## src/rtl/lcdLevelPkg.sv

```systemverilog
package lcdLevelPkg;

  localparam int COM_MAX   = 4;
  localparam int SEG_PINS  = 53;
  localparam int COM_IDX_W = $clog2(COM_MAX);

  typedef enum logic [1:0] {
    LVL_GND  = 2'd0,
    LVL_LOW  = 2'd1,
    LVL_HIGH = 2'd2,
    LVL_TOP  = 2'd3
  } drvLevel_e;

  typedef struct packed {
    logic threeCom;
    logic fullSeg;
    logic extClk;
    logic blank;
    logic sleep;
  } modeCfg_t;

  typedef struct packed {
    logic                 loadFrame;
    logic                 secondHalf;
    logic [COM_IDX_W-1:0] activeCom;
  } scanStrobe_t;

endpackage

```

## src/rtl/lcdScanCtrl.sv

```systemverilog
module lcdScanCtrl
  import lcdLevelPkg::*;
(
  input  logic        clk,
  input  logic        rst_n,
  input  logic        slotEn,
  input  logic        frameThreeCom,
  output scanStrobe_t strobe
);

  logic [COM_IDX_W-1:0] comIdx;
  logic [COM_IDX_W-1:0] comLast;
  logic                 secondHalf;
  logic                 atLast;

  assign comLast = frameThreeCom ? COM_IDX_W'(COM_MAX - 2) : COM_IDX_W'(COM_MAX - 1);
  assign atLast  = slotEn && (comIdx == comLast);

  always_ff @(posedge clk or negedge rst_n) begin
    if (!rst_n) begin
      comIdx     <= '0;
      secondHalf <= 1'b0;
    end else if (slotEn) begin
      if (comIdx == comLast) begin
        comIdx     <= '0;
        secondHalf <= !secondHalf;
      end else begin
        comIdx <= comIdx + 1'b1;
      end
    end
  end

  always_comb begin
    strobe.loadFrame  = atLast && secondHalf;
    strobe.secondHalf = secondHalf;
    strobe.activeCom  = comIdx;
  end

  // the scan never runs past the last common of the current mode
  assert_com_bound_R2: assert property (@(posedge clk) disable iff (!rst_n)
    comIdx <= comLast);

  // a frame wrap restarts at common 0 in the first half
  assert_wrap_restart_R2: assert property (@(posedge clk) disable iff (!rst_n)
    strobe.loadFrame |=> (comIdx == '0 && !secondHalf));

  // without a strobe the scan position holds
  assert_hold_idle_R2: assert property (@(posedge clk) disable iff (!rst_n)
    !slotEn |=> ($stable(comIdx) && $stable(secondHalf)));

endmodule

```

## src/rtl/lcdLevelPath.sv

```systemverilog
module lcdLevelPath
  import lcdLevelPkg::*;
#(
  parameter  int SEG_COUNT = SEG_PINS,
  parameter  int COM_COUNT = COM_MAX,
  localparam int IMG_BITS  = (SEG_COUNT - 1) * COM_COUNT
) (
  input  logic                   clk,
  input  logic                   rst_n,
  input  logic                   inhibitN,
  input  scanStrobe_t            strobe,
  input  logic [IMG_BITS-1:0]    pixelImage,
  input  modeCfg_t               cfgIn,
  output logic                   frameThreeCom,
  output logic [2*COM_COUNT-1:0] comLevel,
  output logic [2*SEG_COUNT-1:0] segLevel
);

  localparam int GAP_SEG = SEG_COUNT - 3;
  localparam int EXT_SEG = SEG_COUNT - 1;
  localparam int IDX_W   = $clog2(IMG_BITS);

  logic [IMG_BITS-1:0] shadowImg;
  modeCfg_t            cfgQ;
  logic                driveOn;

  always_ff @(posedge clk or negedge rst_n) begin
    if (!rst_n) begin
      shadowImg <= '0;
      cfgQ      <= '0;
    end else if (strobe.loadFrame) begin
      shadowImg <= pixelImage;
      cfgQ      <= cfgIn;
    end
  end

  assign frameThreeCom = cfgQ.threeCom;
  assign driveOn       = inhibitN && !cfgQ.sleep;

  logic [COM_COUNT-1:0] comAtRail;

  for (genvar c = 0; c < COM_COUNT; c++) begin : g_com
    drvLevel_e lvl;
    always_comb begin
      if (!driveOn || (cfgQ.threeCom && c == COM_COUNT - 1)) begin
        lvl = LVL_GND;
      end else if (strobe.activeCom == COM_IDX_W'(c)) begin
        lvl = strobe.secondHalf ? LVL_GND : LVL_TOP;
      end else begin
        lvl = strobe.secondHalf ? LVL_HIGH : LVL_LOW;
      end
    end
    assign comLevel[2*c +: 2] = lvl;
    assign comAtRail[c] = comLevel[2*c+1] ~^ comLevel[2*c];
  end

  for (genvar s = 0; s < SEG_COUNT; s++) begin : g_seg
    localparam int BASE4 = (s < GAP_SEG) ? COM_COUNT * s : COM_COUNT * (s - 1);
    localparam int BASE3 = (COM_COUNT - 1) * s;
    logic [IDX_W-1:0] pick;
    logic             pinLit;
    logic             pinForced;
    drvLevel_e        lvl;
    always_comb begin
      if (cfgQ.threeCom) pick = IDX_W'(BASE3) + IDX_W'(strobe.activeCom);
      else               pick = IDX_W'(BASE4) + IDX_W'(strobe.activeCom);
      pinLit    = shadowImg[pick] && !cfgQ.blank;
      pinForced = !driveOn
               || (s == GAP_SEG && !cfgQ.threeCom)
               || (s >  GAP_SEG && !cfgQ.fullSeg)
               || (s == EXT_SEG && cfgQ.extClk);
      if (pinForced)   lvl = LVL_GND;
      else if (pinLit) lvl = strobe.secondHalf ? LVL_TOP : LVL_GND;
      else             lvl = strobe.secondHalf ? LVL_LOW : LVL_HIGH;
    end
    assign segLevel[2*s +: 2] = lvl;
  end

  // captured image only moves on the frame-wrap strobe
  assert_hold_image_R12: assert property (@(posedge clk) disable iff (!rst_n)
    !strobe.loadFrame |=> $stable(shadowImg) && $stable(cfgQ));

  // a disabled panel shows ground on every pin
  assert_dark_when_off_R10: assert property (@(posedge clk) disable iff (!rst_n)
    !driveOn |-> (comLevel == '0 && segLevel == '0));

  // the fourth common idles at ground in three-common mode
  assert_com4_idle_R6: assert property (@(posedge clk) disable iff (!rst_n)
    cfgQ.threeCom |-> comLevel[2*COM_COUNT-1 -: 2] == LVL_GND);

  // the gap segment is grounded in four-common mode
  assert_gap_pin_R7: assert property (@(posedge clk) disable iff (!rst_n)
    !cfgQ.threeCom |-> segLevel[2*GAP_SEG+1 -: 2] == LVL_GND);

  // exactly one common sits on a rail while four commons scan
  assert_single_drive_R3: assert property (@(posedge clk) disable iff (!rst_n)
    (driveOn && !cfgQ.threeCom) |-> $countones(comAtRail) == 1);

endmodule

```

## src/rtl/lcdLevelSeq.sv

```systemverilog
module lcdLevelSeq
  import lcdLevelPkg::*;
#(
  parameter  int SEG_COUNT = SEG_PINS,
  parameter  int COM_COUNT = COM_MAX,
  localparam int IMG_BITS  = (SEG_COUNT - 1) * COM_COUNT
) (
  input  logic                   clk,
  input  logic                   rst_n,
  input  logic                   slotEn,
  input  logic                   inhibitN,
  input  logic [IMG_BITS-1:0]    pixelImage,
  input  logic                   cfgThreeCom,
  input  logic                   cfgFullSeg,
  input  logic                   cfgExtClk,
  input  logic                   cfgBlank,
  input  logic                   cfgSleep,
  output logic [2*COM_COUNT-1:0] comLevel,
  output logic [2*SEG_COUNT-1:0] segLevel
);

  scanStrobe_t strobe;
  modeCfg_t    cfgIn;
  logic        frameThreeCom;

  always_comb begin
    cfgIn.threeCom = cfgThreeCom;
    cfgIn.fullSeg  = cfgFullSeg;
    cfgIn.extClk   = cfgExtClk;
    cfgIn.blank    = cfgBlank;
    cfgIn.sleep    = cfgSleep;
  end

  lcdScanCtrl u_ctrl (
    .clk           (clk),
    .rst_n         (rst_n),
    .slotEn        (slotEn),
    .frameThreeCom (frameThreeCom),
    .strobe        (strobe)
  );

  lcdLevelPath #(
    .SEG_COUNT (SEG_COUNT),
    .COM_COUNT (COM_COUNT)
  ) u_path (
    .clk           (clk),
    .rst_n         (rst_n),
    .inhibitN      (inhibitN),
    .strobe        (strobe),
    .pixelImage    (pixelImage),
    .cfgIn         (cfgIn),
    .frameThreeCom (frameThreeCom),
    .comLevel      (comLevel),
    .segLevel      (segLevel)
  );

endmodule

```

## config.mk

```make
export PLATFORM = sky130hd
export DESIGN_NAME = lcdLevelSeq
export DESIGN_NICKNAME = d
export VERILOG_FILES = /design/src/rtl/lcdLevelPkg.sv /design/src/rtl/lcdScanCtrl.sv /design/src/rtl/lcdLevelPath.sv /design/src/rtl/lcdLevelSeq.sv
export SDC_FILE = /design/constraint.sdc
export NUM_CORES = 1
export LEC_CHECK = 0
export BUFFER_PORTS_ARGS = -buffer_cell sky130_fd_sc_hd__clkbuf_2
export CORE_MARGIN = 2
export CORE_UTILIZATION = 45
export DETAILED_ROUTE_END_ITERATION = 10
export PLACE_DENSITY = 0.69
export SLEW_MARGIN = 10
export SYNTH_ARGS = -nofsm -noshare
export SYNTH_HDL_FRONTEND = slang
export SYNTH_SLANG_ARGS = --single-unit
export TNS_END_PERCENT = 10
```

## constraint.sdc

```tcl
create_clock -name clk -period 4.3 [get_ports clk]
set_input_delay 0.43 -clock clk [delete_from_list [all_inputs] [get_ports clk]]
set_output_delay 0.43 -clock clk [all_outputs]
set_load 0.01 [all_outputs]
```

---- After elaboration in Yosys (flattened, before gate mapping) ----
Index checks and enable logic that the tools add are counted.
word-level totals
  memories kept ........................... 0
  bits of input ports ..................... 217
  output and inout port bits .............. 114
  bits in registers ....................... 216
  bits in read-only memories .............. 0
  RAM bits ................................ 0
  bits in latches ......................... 0
operators by class
  multipliers ............................. 0
  shift operators ......................... 0
  equal/unequal tests ..................... 4
  reductions and logical operators ........ 68
  bitwise gates (word level) .............. 0
  $add $sub $neg .......................... 91
  div/mod/pow operators ................... 0
  muxes and demuxes ....................... 278
  order comparisons ....................... 53
operators by type and width
  operator                                                              number
  8-bit by 9-bit < comparator with 1-bit output, second input constant  52
  1-bit binary-select mux with 8-bit select                             52
  8-bit 2-to-1 mux                                                      52
  7-bit by 2-bit adder with 8-bit output, first input constant          32
  2-bit 2-to-1 mux                                                      119
  8-bit by 2-bit adder with 8-bit output, first input constant          23
  6-bit by 2-bit adder with 7-bit output, first input constant          16
  1-bit logical AND                                                     56
  1-bit 2-to-1 mux                                                      54
  5-bit by 2-bit adder with 6-bit output, first input constant          8
  7-bit by 3-bit adder with 8-bit output, first input constant          4
  4-bit by 2-bit adder with 5-bit output, first input constant          4
  2-bit by 9-bit < comparator with 1-bit output, second input constant  1
  3-bit by 2-bit adder with 4-bit output, first input constant          2
  1-bit zero test                                                       6
  2-bit == test, second input constant                                  2
  1-bit logical OR                                                      4
  2-bit by 2-bit adder with 3-bit output, first input constant          1
  2-bit by 1-bit adder with 2-bit output, second input constant         1
  1-bit binary-select mux with 2-bit select                             1
  2-bit by 1-bit == test with 1-bit output, second input constant       1
  2-bit == test                                                         1
  2-bit zero test                                                       1
  2-bit AND reduction                                                   1

---- Depth between registers and ports, before layout ----
Gate-level depths: netlist (run 1).
  depth in word-level cells ............... 7
  depth in mapped cells ................... 13

---- Modules after synthesis ----
Synthesis (run 1) repeated with hierarchy kept, for this count alone.
unflattened totals
  cells, all modules ...................... 1034
  area total of the unflattened synthesis .. 14096.0 µm²
by module, submodules not included
  module        times used  sequential area each (µm²)  area each (µm²)  cells an instance
  lcdLevelPath  1           5330.1                      13944.6          1019
  lcdScanCtrl   1           75.1                        151.4            15

---- Worst setup path before layout (run 1) ----
OpenSTA, ideal clock, no wires.
  kind .................................... register to output
  from .................................... register u_ctrl.comIdx[1]
  to ...................................... output port segLevel[69]
  arrival ................................. 3.150 ns
  cell stages (with the launch flop) ...... 11
  slack ................................... 0.720 ns
  path buffers ............................ 3
  cells stage by stage .................... dfrtp_1 clkbuf_1 inv_1 ha_1 buf_2 buf_1 mux4_2 mux4_2 nand2_1 o31a_1 mux2i_1
on the way
  cells in the longest elaborated chain, start to end .. 7
RTL lines
  what                                                                                                     line                                    text
  from (decl)                                                                                              lcdScanCtrl.sv:11                       logic [COM_IDX_W-1:0] comIdx;
  from (signal assigned)                                                                                   lcdScanCtrl.sv:28                       comIdx <= comIdx + 1'b1;
  8-bit by 2-bit adder with 8-bit output / 7-bit by 2-bit adder with 8-bit output (equally long branches)  lcdLevelPath.sv:66, lcdLevelPath.sv:65
  8-bit 2-to-1 mux *                                                                                       lcdLevelPath.sv:65                      if (cfgQ.threeCom) pick = IDX_W'(BASE3) + IDX_W'(strobe.activeCom);
  1-bit binary-select mux with 8-bit select *                                                              lcdLevelPath.sv:67                      pinLit = shadowImg[pick] && !cfgQ.blank;
  1-bit 2-to-1 mux (not written as such) *                                                                 lcdLevelPath.sv:67
  1-bit logical AND *                                                                                      lcdLevelPath.sv:67
  2-bit 2-to-1 mux *                                                                                       lcdLevelPath.sv:73                      else if (pinLit) lvl = strobe.secondHalf ? LVL_TOP : LVL_GND;
  2-bit 2-to-1 mux *                                                                                       lcdLevelPath.sv:72                      if (pinForced) lvl = LVL_GND;
  to (decl)                                                                                                lcdLevelSeq.sv:19                       output logic [2*SEG_COUNT-1:0] segLevel
Mark *: on every way between the ends. The rest lies on a longest branch, timed or not. The select of a mux whose other input is x is not followed.

---- Worst setup path in the final report (run 1) ----
  from .................................... register u_ctrl.comIdx[0]
  to ...................................... output port segLevel[53]
on the way
  cells in the longest elaborated chain, start to end .. 7
RTL lines
  what                                                              line
  7-bit by 2-bit adder with 8-bit output, on equally long branches  lcdLevelPath.sv:66, lcdLevelPath.sv:65
  8-bit 2-to-1 mux *                                                lcdLevelPath.sv:65
  1-bit binary-select mux with 8-bit select *                       lcdLevelPath.sv:67
  1-bit 2-to-1 mux (not written as such) *                          lcdLevelPath.sv:67
  1-bit logical AND *                                               lcdLevelPath.sv:67
  2-bit 2-to-1 mux *                                                lcdLevelPath.sv:73
  2-bit 2-to-1 mux *                                                lcdLevelPath.sv:72
Marks and branches as above.

==> out/metrics.csv, run 1 <==
stage;metric;value;unit
yosys;YS warnings;0;
yosys;Post-synth top cells;mux2_2, dfrtp_1, mux4_2;
layout;layout cells sized above 1;58.5;%
timing;clk_skew;0.0158;ns
status;failing checks;hold timing;
critical_path;Worst EP required;3.87;ns
yosys;synthesized flop and latch total;216;
timing;TNS Setup;0;ns
critical_path;Crit Reg-Reg Endpoint;u_path.shadowImg[159];
critical_path;reg2reg start;u_path.frameThreeCom;
layout;Area Overhead vs Synth;18.0;%
global_route;first-pass GRT wire length;63.0;mm
yosys;syn nets;1248;
power;Pwr per Cell Area;945;nW/um^2
power;Leak;7.55;nW
critical_path;Crit Path Max Fanout;28;
critical_path;FF-to-FF setup slack;1.68;ns
yosys;Yosys top cell by area;dfrtp_1;
yosys;count of cell types in the netlist;42;
power;Power, Total;15.7;mW
yosys;Synth async-reset ratio;100;%
layout;Fillers;2579;
cts;Reg clk slew, reported paths;0.06;ns
cts;CTS tree;built;
floorplanning;std cell rows;64;
yosys;top cells by area, synth;dfrtp_1, mux4_2, mux2_2, mux2i_1, mux4_1;
timing;Slew Limit Fails;0;
critical_path;CP peak stage delay;0.68;ns
placement;Placed Instances;1639;
placement;dpl cell area;15700;sq um
critical_path;worst reg2reg path depth;5;
floorplanning;initial core utilization;45.9;%
floorplanning;Ports;331;
floorplanning;Die X;181;um
timing;Worst slew margin;23.9;%
timing;Slew @ Worst Pin;1.14;ns
critical_path;critical path data arrival time;3.71;ns
power;worst vdd ir;0.626;mV
flow_run;MaxCap Viol Count;0;
layout;Multi-input gate area;7840;sq um
status;outcome;complete, but fails checks;
cts;CTS H-Tree Depth;1;
routing;Starting DRT DRC Count;887;
timing;final hold violations;2;
layout;FF/Latch Area;5420;sq um
min_path;worst hold path type;in -> async;
timing;RSZ-0062 raised after global routing;false;
placement;pre-CTS setup slack;0.734;ns
timing;Final Cycle Share;96.3;%
global_route;largest net degree at the start of global routing;129;
routing;antenna-violating nets left;0;
timing;Final setup viols;0;
floorplanning;die height;181;um
routing;routed len/inst;24.8;um
global_route;Tot GR Track Use;25.3;%
layout;Finished Layout Cells;1688;
floorplanning;core footprint;30700;sq um
global_route;initial antenna violation count;7;
yosys;Post-Syn Instances;1018;
timing;Hold WS;-0.00208;ns
cts;cts bufs inserted;26;
cts;Root Buffer;clkbuf_16;
yosys;syn avg cell area;13.9;sq um
timing;Final WS setup;0.161;ns
routing;DRC;0;
global_route;grt ovf;0;
layout;fin nets;1501;
timing;maximum clock frequency;242;MHz
critical_path;Setup CP Type;reg -> out;
layout;Final Instance Area;16600;sq um
timing;minimum period implied by the final worst setup slack;4.14;ns
placement;PortBufs;330;
yosys;most common cell in the netlist;mux2_2;
cts;Clock Latency Late Sink;0.56;ns
routing;DR vias;10100;
global_route;number of global-route vias before repair;10200;
routing;total wire length;41.9;mm
yosys;post-synthesis sequential area ratio;38.3;%
critical_path;crit path launch type;flop;
cts;clock buffer depth;3;
routing;via/cell ratio;5.99;
routing;drt pass-1 iters;5;
floorplanning;die area;32800;sq um
yosys;most used flip-flop cell after synthesis;dfrtp_1;
cts;clk sinks;216;
placement;gpl congestion;0.851;
yosys;share of the synthesized area in the top cell type;38.3;%
critical_path;crit end category;output pin;
critical_path;CP max-delay cell;mux4_1;
yosys;post-synthesis cell area;14100;sq um
yosys;EDFF count, synth;0;
placement;post-DP HPWL;30.2;mm
critical_path;CP cell instances;buf_4 > mux4_1 > mux4_2 > and3_4 > a211oi_2 > mux2i_1 > clkbuf_2;
routing by layer:
layer	global-route usage (%)	vias up	share of wire, %
met3	7.16	67	9.7
li1	-	4327	-
met5	0	-	0.093
met1	34.9	5154	41
met4	6.86	6	2.6
met2	39.5	554	47
area by class of cell:
| cell class | count | area share [%] |
|---|---|---|
| Multi-Input combinational cell | 656 | 47.1 |
| Sequential cell | 216 | 32.5 |
| Timing Repair Buffer | 363 | 11.8 |
| Clock buffer | 30 | 4.00 |
| Tap cell | 396 | 2.98 |
| Clock inverter | 15 | 1.28 |
| Inverter | 8 | 0.180 |
| Antenna cell | 4 | 0.0601 |
power by group:
group | leakage, nW | internal [mW] | switching [mW]
Sequential | 2.63 | 3.05 | 1.14
Clock | 0.425 | 1.35 | 0.900
Combinational | 4.50 | 4.93 | 4.34
sequential cells by signal, summed over array words and instances, names as in the netlist:
signal	flops
u_ctrl.secondHalf	1
u_path.cfgQ	4
u_path.frameThreeCom	1
u_ctrl.comIdx	2
u_path.shadowImg	208
worst max path at each step:
stage,from,end,cells past startpoint
6_report,u_ctrl.comIdx[0],segLevel[53],7
5_1_grt,u_ctrl.comIdx[0],segLevel[53],7
4_1_cts,u_ctrl.comIdx[1],segLevel[93],10
3_5_place_dp,u_ctrl.comIdx[1],segLevel[93],10
3_3_place_gp,u_ctrl.comIdx[1],segLevel[93],10
2_1_floorplan,u_ctrl.comIdx[1],segLevel[69],10
worst max-delay path: cells and delay by family, from the launching register on:
kind	cells	cell delay [ns]
mux	3	1.52
flops	1	0.53
simple gates	1	0.19
compound gates	1	0.24
buf+inv	2	0.67
cells by family (layout without fill, tap and decap cells):
kind of cell,count (synthesis),count (layout),share of synthesized area (%)
and+or+nand+nor,137,137,4.30
AOI/OAI and AO/OA,51,51,2.75
adders and majority gates,13,13,1.15
xor gates and xnor gates,28,28,1.79
buffers and inverters,146,416,6.36
muxes,427,427,45.3
other,0,4,0
DFF,216,216,38.3
through the flow:
stage	utilization (%)	hold WS (ns)
floorplan	-	0.134
global placement	51.2	0.484
detailed placement	51.2	0.491
CTS	54.1	0.0230
global route	54.1	0.0652
finish	54.1	-0.00208
repair_timing:
action                     in CTS  in global routing
buffers inserted                0                  0
hold buffers                    0                  0
setup endpoints to repair       0                  1
resized for setup               0                  1
placed cells by master (no fill, tap or decap), drive strengths merged, types with 5 or more instances in the layout:
cell	instances
a211oi	21
a21oi	11
a311oi	11
buf	34
clkbuf	359
clkinv	10
dfrtp	216
ha	13
inv	7
mux2	217
mux2i	70
mux4	140
nand2	44
nand2b	5
nor2	60
nor2b	11
xnor2	27
Note: power is estimated with default switching activity, not from simulation.
==> inputs of run 2 (changes only) <==
--- a/config.mk
+++ b/config.mk
@@ -5,11 +5,12 @@
 export SDC_FILE = /design/constraint.sdc
 export NUM_CORES = 1
 export LEC_CHECK = 0
+export ABC_AREA = 1
 export BUFFER_PORTS_ARGS = -buffer_cell sky130_fd_sc_hd__clkbuf_2
 export CORE_MARGIN = 2
-export CORE_UTILIZATION = 45
+export CORE_UTILIZATION = 55
 export DETAILED_ROUTE_END_ITERATION = 10
-export PLACE_DENSITY = 0.69
+export PLACE_DENSITY = 0.81
 export SLEW_MARGIN = 10
 export SYNTH_ARGS = -nofsm -noshare
 export SYNTH_HDL_FRONTEND = slang
==> out/metrics.csv, run 2 <==
stage;metric;value;unit
cts;clock buffer depth;3;
flow_run;MaxCap Viol Count;0;
cts;cts bufs inserted;24;
timing;maximum clock frequency;232;MHz
cts;CTS H-Tree Depth;1;
routing;Starting DRT DRC Count;1652;
power;clock power share;13.6;%
timing;Final Cycle Share;100;%
global_route;Tot GR Track Use;36.3;%
yosys;Post-Syn Instances;1803;
timing;clk_skew;0.0122;ns
timing;minimum period implied by the final worst setup slack;4.32;ns
power;switching power;8.06;mW
cts;postcts setup bufs;0;
yosys;EDFF count, synth;0;
floorplanning;Ports;331;
yosys;most common cell in the netlist;nand2_1;
layout;most common cell after layout, fill and taps aside;clkbuf_2;
critical_path;Crit Path Max Fanout;43;
critical_path;FF-to-FF setup slack;0.70;ns
cts;Reg clk slew, reported paths;0.07;ns
yosys;post-synthesis sequential area ratio;38.4;%
power;Flop pwr share;24.7;%
yosys;post-synthesis cell area;14100;sq um
status;outcome;complete, but fails checks;
global_route;largest net degree at the start of global routing;113;
power;Leak;8.01;nW
routing;routed len/inst;21.1;um
critical_path;critical path data arrival time;3.89;ns
layout;Post-Route Utilization;64.5;%
yosys;synthesized flop and latch total;216;
layout;fin nets;2244;
routing;antenna-violating nets left;0;
power;internal power;7.52;mW
yosys;count of cell types in the netlist;40;
floorplanning;core footprint;25200;sq um
critical_path;crit end category;output pin;
routing;wl on met1;19.0;mm
critical_path;crit path launch type;flop;
timing;Worst slew margin;5.71;%
status;failing checks;setup timing;
yosys;top cells by area, synth;dfrtp_1, mux2_2, nand2_1, o21ai_0, nor2_1;
cts;CTS tree;built;
floorplanning;std cell rows;58;
cts;Clock Latency Late Sink;0.54;ns
yosys;Yosys top cell by area;dfrtp_1;
layout;Largest regs;u_path.shadowImg: 208 flops, u_path.cfgQ: 4 flops, u_ctrl.comIdx: 2 flops;
floorplanning;die height;164;um
power;Power, Total;15.6;mW
routing;top routing layer in use;met4;
layout;Area Overhead vs Synth;15.4;%
yosys;Synth async-reset ratio;100;%
floorplanning;initial core utilization;55.9;%
min_path;hold path cells;2;
placement;gpl congestion;0.976;
routing;via/cell ratio;6.02;
floorplanning;Die X;164;um
layout;leading cell types in the layout, fill and taps excluded;clkbuf_2, nand2_1, dfrtp_1, nor2_1, o21ai_0;
yosys;syn avg cell area;7.81;sq um
layout;Multi-input gate area;7230;sq um
power;combinational share of power;61.7;%
placement;post-DP HPWL;34.9;mm
critical_path;Setup CP Type;reg -> out;
cts;Root Buffer;clkbuf_16;
floorplanning;die area;26900;sq um
timing;TNS Setup;-0.0188;ns
power;sw frac;51.7;%
routing;drt pass-1 iters;9;
min_path;worst hold path type;in -> reg;
global_route;grt ovf;0;
yosys;share of the synthesized area in the top cell type;38.4;%
timing;Final WS setup;-0.0188;ns
cts;clk sinks;216;
power;Pwr per Cell Area;959;nW/um^2
global_route;first-pass GRT wire length;74.7;mm
yosys;YS warnings;0;
placement;Placed Instances;2317;
layout;ANT cells;0;
layout;Biggest register;u_path.shadowImg;
layout;Finished Layout Cells;2360;
routing;DRC;0;
critical_path;Worst EP required;3.87;ns
timing;Slew @ Worst Pin;1.41;ns
yosys;Post-synth top cells;nand2_1, dfrtp_1, nor2_1;
routing;met3 WL;5.42;mm
timing;Slew Limit Fails;0;
layout;Fillers;2112;
power;worst vdd ir;0.901;mV
routing;total wire length;49.8;mm
layout;max reg flops;208;
routing;wire length on met2;22.3;mm
routing;DR vias;14200;
yosys;most used flip-flop cell after synthesis;dfrtp_1;
placement;PortBufs;330;
yosys;syn nets;2033;
layout;layout cells sized above 1;27.7;%
critical_path;worst reg2reg path depth;9;
placement;pre-CTS setup slack;0.800;ns
timing;Final setup viols;1;
global_route;initial antenna violation count;0;
timing;final hold violations;0;
timing;RSZ-0062 raised after global routing;false;
layout;FF/Latch Area;5410;sq um
global_route;number of global-route vias before repair;13400;
-- run 2: changes by cell type in the layout (fill, tap and decap cells not counted), sizes merged, moves of 25 or more --
cell and delta:
a21oi +135, inv +87, mux2 -70, mux2i -66, mux4 -140, nand2 +281, nand3 +104, nor2 +150
o211ai +38, o21ai +240, xnor2 -25
-- run 2: path summary, 6_finish.rpt --
path,to,start
worst min-delay path,u_path.shadowImg[164],pixelImage[164]
min in group asynchronous,u_path.cfgQ[2],rst_n
worst max register to register,u_path.shadowImg[107],u_path.frameThreeCom
max in group asynchronous,u_path.frameThreeCom,rst_n
worst min register to register,u_path.shadowImg[180],u_path.shadowImg[180]
worst max-delay path,segLevel[23],u_ctrl.comIdx[0]
-- run 2: cells by family (layout without fill, tap and decap cells) --
logic type,after synthesis,in the layout,share of synthesized area (%)
mux,151,151,12.0
xor+xnor,16,16,0.996
compound gates,464,464,17.9
fa+ha+maj,13,13,1.16
simple gates,662,662,19.1
buf+inv,281,508,10.4
flops,216,216,38.4
-- run 2: timing repair --
item                                    4_1_cts  5_1_grt
endpoints found under the setup margin        0        1
gates resized for setup                       0        1
endpoints found under the hold margin        77        0
hold buffers                                  1        0
-- run 2: stage by stage --
step                      instance area, sq um  hold WS [ns]
after global routing                     16200         0.107
final                                    16200         0.105
after CTS                                16200        0.0982
after detailed placement                 15400         0.487
after floorplan                          14100         0.134
after global placement                   15400         0.473
-- run 2: routing by layer --
metal	vias up	global-route usage, %
li1	6441	-
met1	6517	47.7
met2	1041	57.0
met3	208	6.59
met4	0	20.0
met5	-	0
-- run 2: final cells by class --
type | instances | area share (%)
multi-input combinational | 1306 | 44.5
timing repair buffer | 370 | 12.5
clock inverter | 11 | 0.886
inverter | 96 | 2.23
tap | 330 | 2.54
sequential | 216 | 33.3
clock buffer | 31 | 4.04
-- run 2: critical path: stages, from the launching register on --
cell	delay (ns)
dfrtp_4	0.66
ha_1	0.37
nor2_1	1.09
o221ai_1	0.48
o21ai_1	0.25
nor3_1	0.08
nor2_1	0.24
clkbuf_2	0.18
-- run 2: power groups by stage --
stage	Sequential, mW	Clock (mW)	Combinational, mW
global route	3.94	2.21	10.4
floorplan	3.43	0	6.85
global placement	3.78	0	9.12
detailed placement	3.83	0	9.29
CTS	3.81	2.13	9.35
finish	3.86	2.12	9.61
==> inputs of run 3 (changes only) <==
--- a/config.mk
+++ b/config.mk
@@ -6,7 +6,7 @@
 export NUM_CORES = 1
 export LEC_CHECK = 0
 export ABC_AREA = 1
-export BUFFER_PORTS_ARGS = -buffer_cell sky130_fd_sc_hd__clkbuf_2
+export BUFFER_PORTS_ARGS = -buffer_cell sky130_fd_sc_hd__buf_2
 export CORE_MARGIN = 2
 export CORE_UTILIZATION = 55
 export DETAILED_ROUTE_END_ITERATION = 10
==> out/metrics.csv, run 3 (synthesis gave the netlist of run 2 again) <==
stage;metric;value;unit
timing;Final Cycle Share;94.4;%
cts;cts bufs inserted;23;
critical_path;critical path data arrival time;3.63;ns
layout;Final Instance Area;16300;sq um
layout;Largest regs;u_path.shadowImg: 208 flops, u_path.cfgQ: 4 flops, u_ctrl.comIdx: 2 flops;
power;worst vdd ir;0.543;mV
timing;Slew @ Worst Pin;0.789;ns
layout;layout cells sized above 1;28.1;%
routing;drt pass-1 iters;8;
status;outcome;finished, final reports clean;
floorplanning;std cell rows;58;
layout;Area Overhead vs Synth;15.8;%
timing;minimum period implied by the final worst setup slack;4.06;ns
power;Leak;8.07;nW
routing;Starting DRT DRC Count;1732;
timing;final hold violations;0;
critical_path;crit path launch type;flop;
timing;maximum clock frequency;246;MHz
timing;RSZ-0062 raised after global routing;false;
placement;Placed Instances;2327;
global_route;initial antenna violation count;1;
routing;routed len/inst;20.8;um
cts;CTS tree;built;
timing;TNS Setup;0;ns
cts;clock buffer depth;3;
layout;leading cell types in the layout, fill and taps excluded;buf_2, nand2_1, dfrtp_1, nor2_1, o21ai_0;
cts;Root Buffer;clkbuf_16;
routing;DR vias;14200;
cts;postcts setup bufs;0;
global_route;grt ovf;0;
layout;most common cell after layout, fill and taps aside;buf_2;
routing;total wire length;49.4;mm
layout;Finished Layout Cells;2371;
cts;CTS H-Tree Depth;1;
placement;post-DP HPWL;35.2;mm
placement;gpl congestion;1.03;
timing;clk_skew;0.0385;ns
min_path;worst hold path type;in -> reg;
floorplanning;Ports;331;
timing;Worst slew margin;47.4;%
global_route;largest net degree at the start of global routing;127;
critical_path;Crit Path Max Fanout;78;
placement;dpl cell area;15500;sq um
critical_path;Setup CP Type;reg -> out;
floorplanning;Die X;164;um
global_route;number of global-route vias before repair;13300;
floorplanning;initial core utilization;55.9;%
routing;via/cell ratio;5.98;
placement;PortBufs;330;
timing;Final setup viols;0;
cts;clk sinks;216;
cts;Clock Latency Late Sink;0.54;ns
floorplanning;die area;26900;sq um
timing;Slew Limit Fails;0;
layout;max reg flops;208;
flow_run;MaxCap Viol Count;0;
floorplanning;core footprint;25200;sq um
global_route;Tot GR Track Use;36.3;%
floorplanning;die height;164;um
layout;fin nets;2253;
timing;Hold WS;0.101;ns
cts;Reg clk slew, reported paths;0.06;ns
critical_path;Worst EP required;3.87;ns
power;Pwr per Cell Area;963;nW/um^2
routing;antenna-violating nets left;0;
critical_path;crit end category;output pin;
global_route;first-pass GRT wire length;74.9;mm
routing;DRC;0;
layout;Biggest register;u_path.shadowImg;
-- run 3: cell count changes in the layout (fill, tap and decap cells not counted), moves of 2 or more --
cell / before / now
buf_12: 5 / 3
nor2_2: 2 / 4
buf_2: 0 / 329
clkbuf_8: 4 / 6
buf_4: 33 / 46
diode_2: 0 / 2
clkbuf_2: 329 / 0
-- run 3: worst max-delay path: stages, from the launching register on --
cell	delay, ns
dfrtp_4	0.42
buf_4	0.59
ha_1	0.40
nand2_1	0.20
inv_1	0.39
o21ai_0	0.18
a21oi_1	0.15
o21ai_1	0.09
nand2_1	0.10
nor2_1	0.04
nor3_1	0.31
buf_2	0.20
-- run 3: per-stage QoR --
stage / total power, mW / worst slack (ns) / utilization [%]
after floorplan: 10.3 / 0.775 / -
after global placement: 13.0 / 0.825 / 61.5
after detailed placement: 13.2 / 0.686 / 61.5
after CTS: 15.4 / 0.0951 / 64.7
after global routing: 16.7 / 0.101 / 64.7
final: 15.7 / 0.242 / 64.7
-- run 3: layout make-up --
cell class / instances / area (sq um)
diodes: 2 / 5.00
clock buffers: 31 / 656
clock inverters: 10 / 154
fillers: 2154 / 8880
inverters: 96 / 363
multi-input cells: 1306 / 7230
flip-flops and latches: 216 / 5410
well taps: 330 / 413
repair buffers: 380 / 2080
-- run 3: final timing paths --
kind / startpoint / endpoint / slack [ns] / depth (start not counted)
worst max-delay path: u_ctrl.comIdx[0] / segLevel[79] / 0.24 / 11
worst min-delay path: pixelImage[161] / u_path.shadowImg[161] / 0.10 / 2
worst max register to register: u_ctrl.comIdx[0] / u_path.shadowImg[165] / 0.90 / 10
worst min register to register: u_path.shadowImg[183] / u_path.shadowImg[183] / 0.50 / 1
max in group asynchronous: rst_n / u_path.shadowImg[39] / 2.74 / 3
min in group asynchronous: rst_n / u_path.cfgQ[2] / 0.48 / 2
-- run 3: repair_timing --
item                                    CTS  global route
endpoints found under the hold margin    76             0
endpoints found under the setup margin    0             6
resized for setup                         0             1
hold buffers                              1             0
-- run 3: routing by layer --
layer  global-route usage (%)  share of wire [%]
met3                     7.30                 11
met1                     49.1                 39
met2                     56.1                 44
met4                     17.3                5.1
met5                        0                  0
-- run 3: report_power, final --
group	switching, mW	internal (mW)
combinational	6.51	3.30
clock	0.845	1.31
sequential	0.723	3.02
total	8.07	7.63
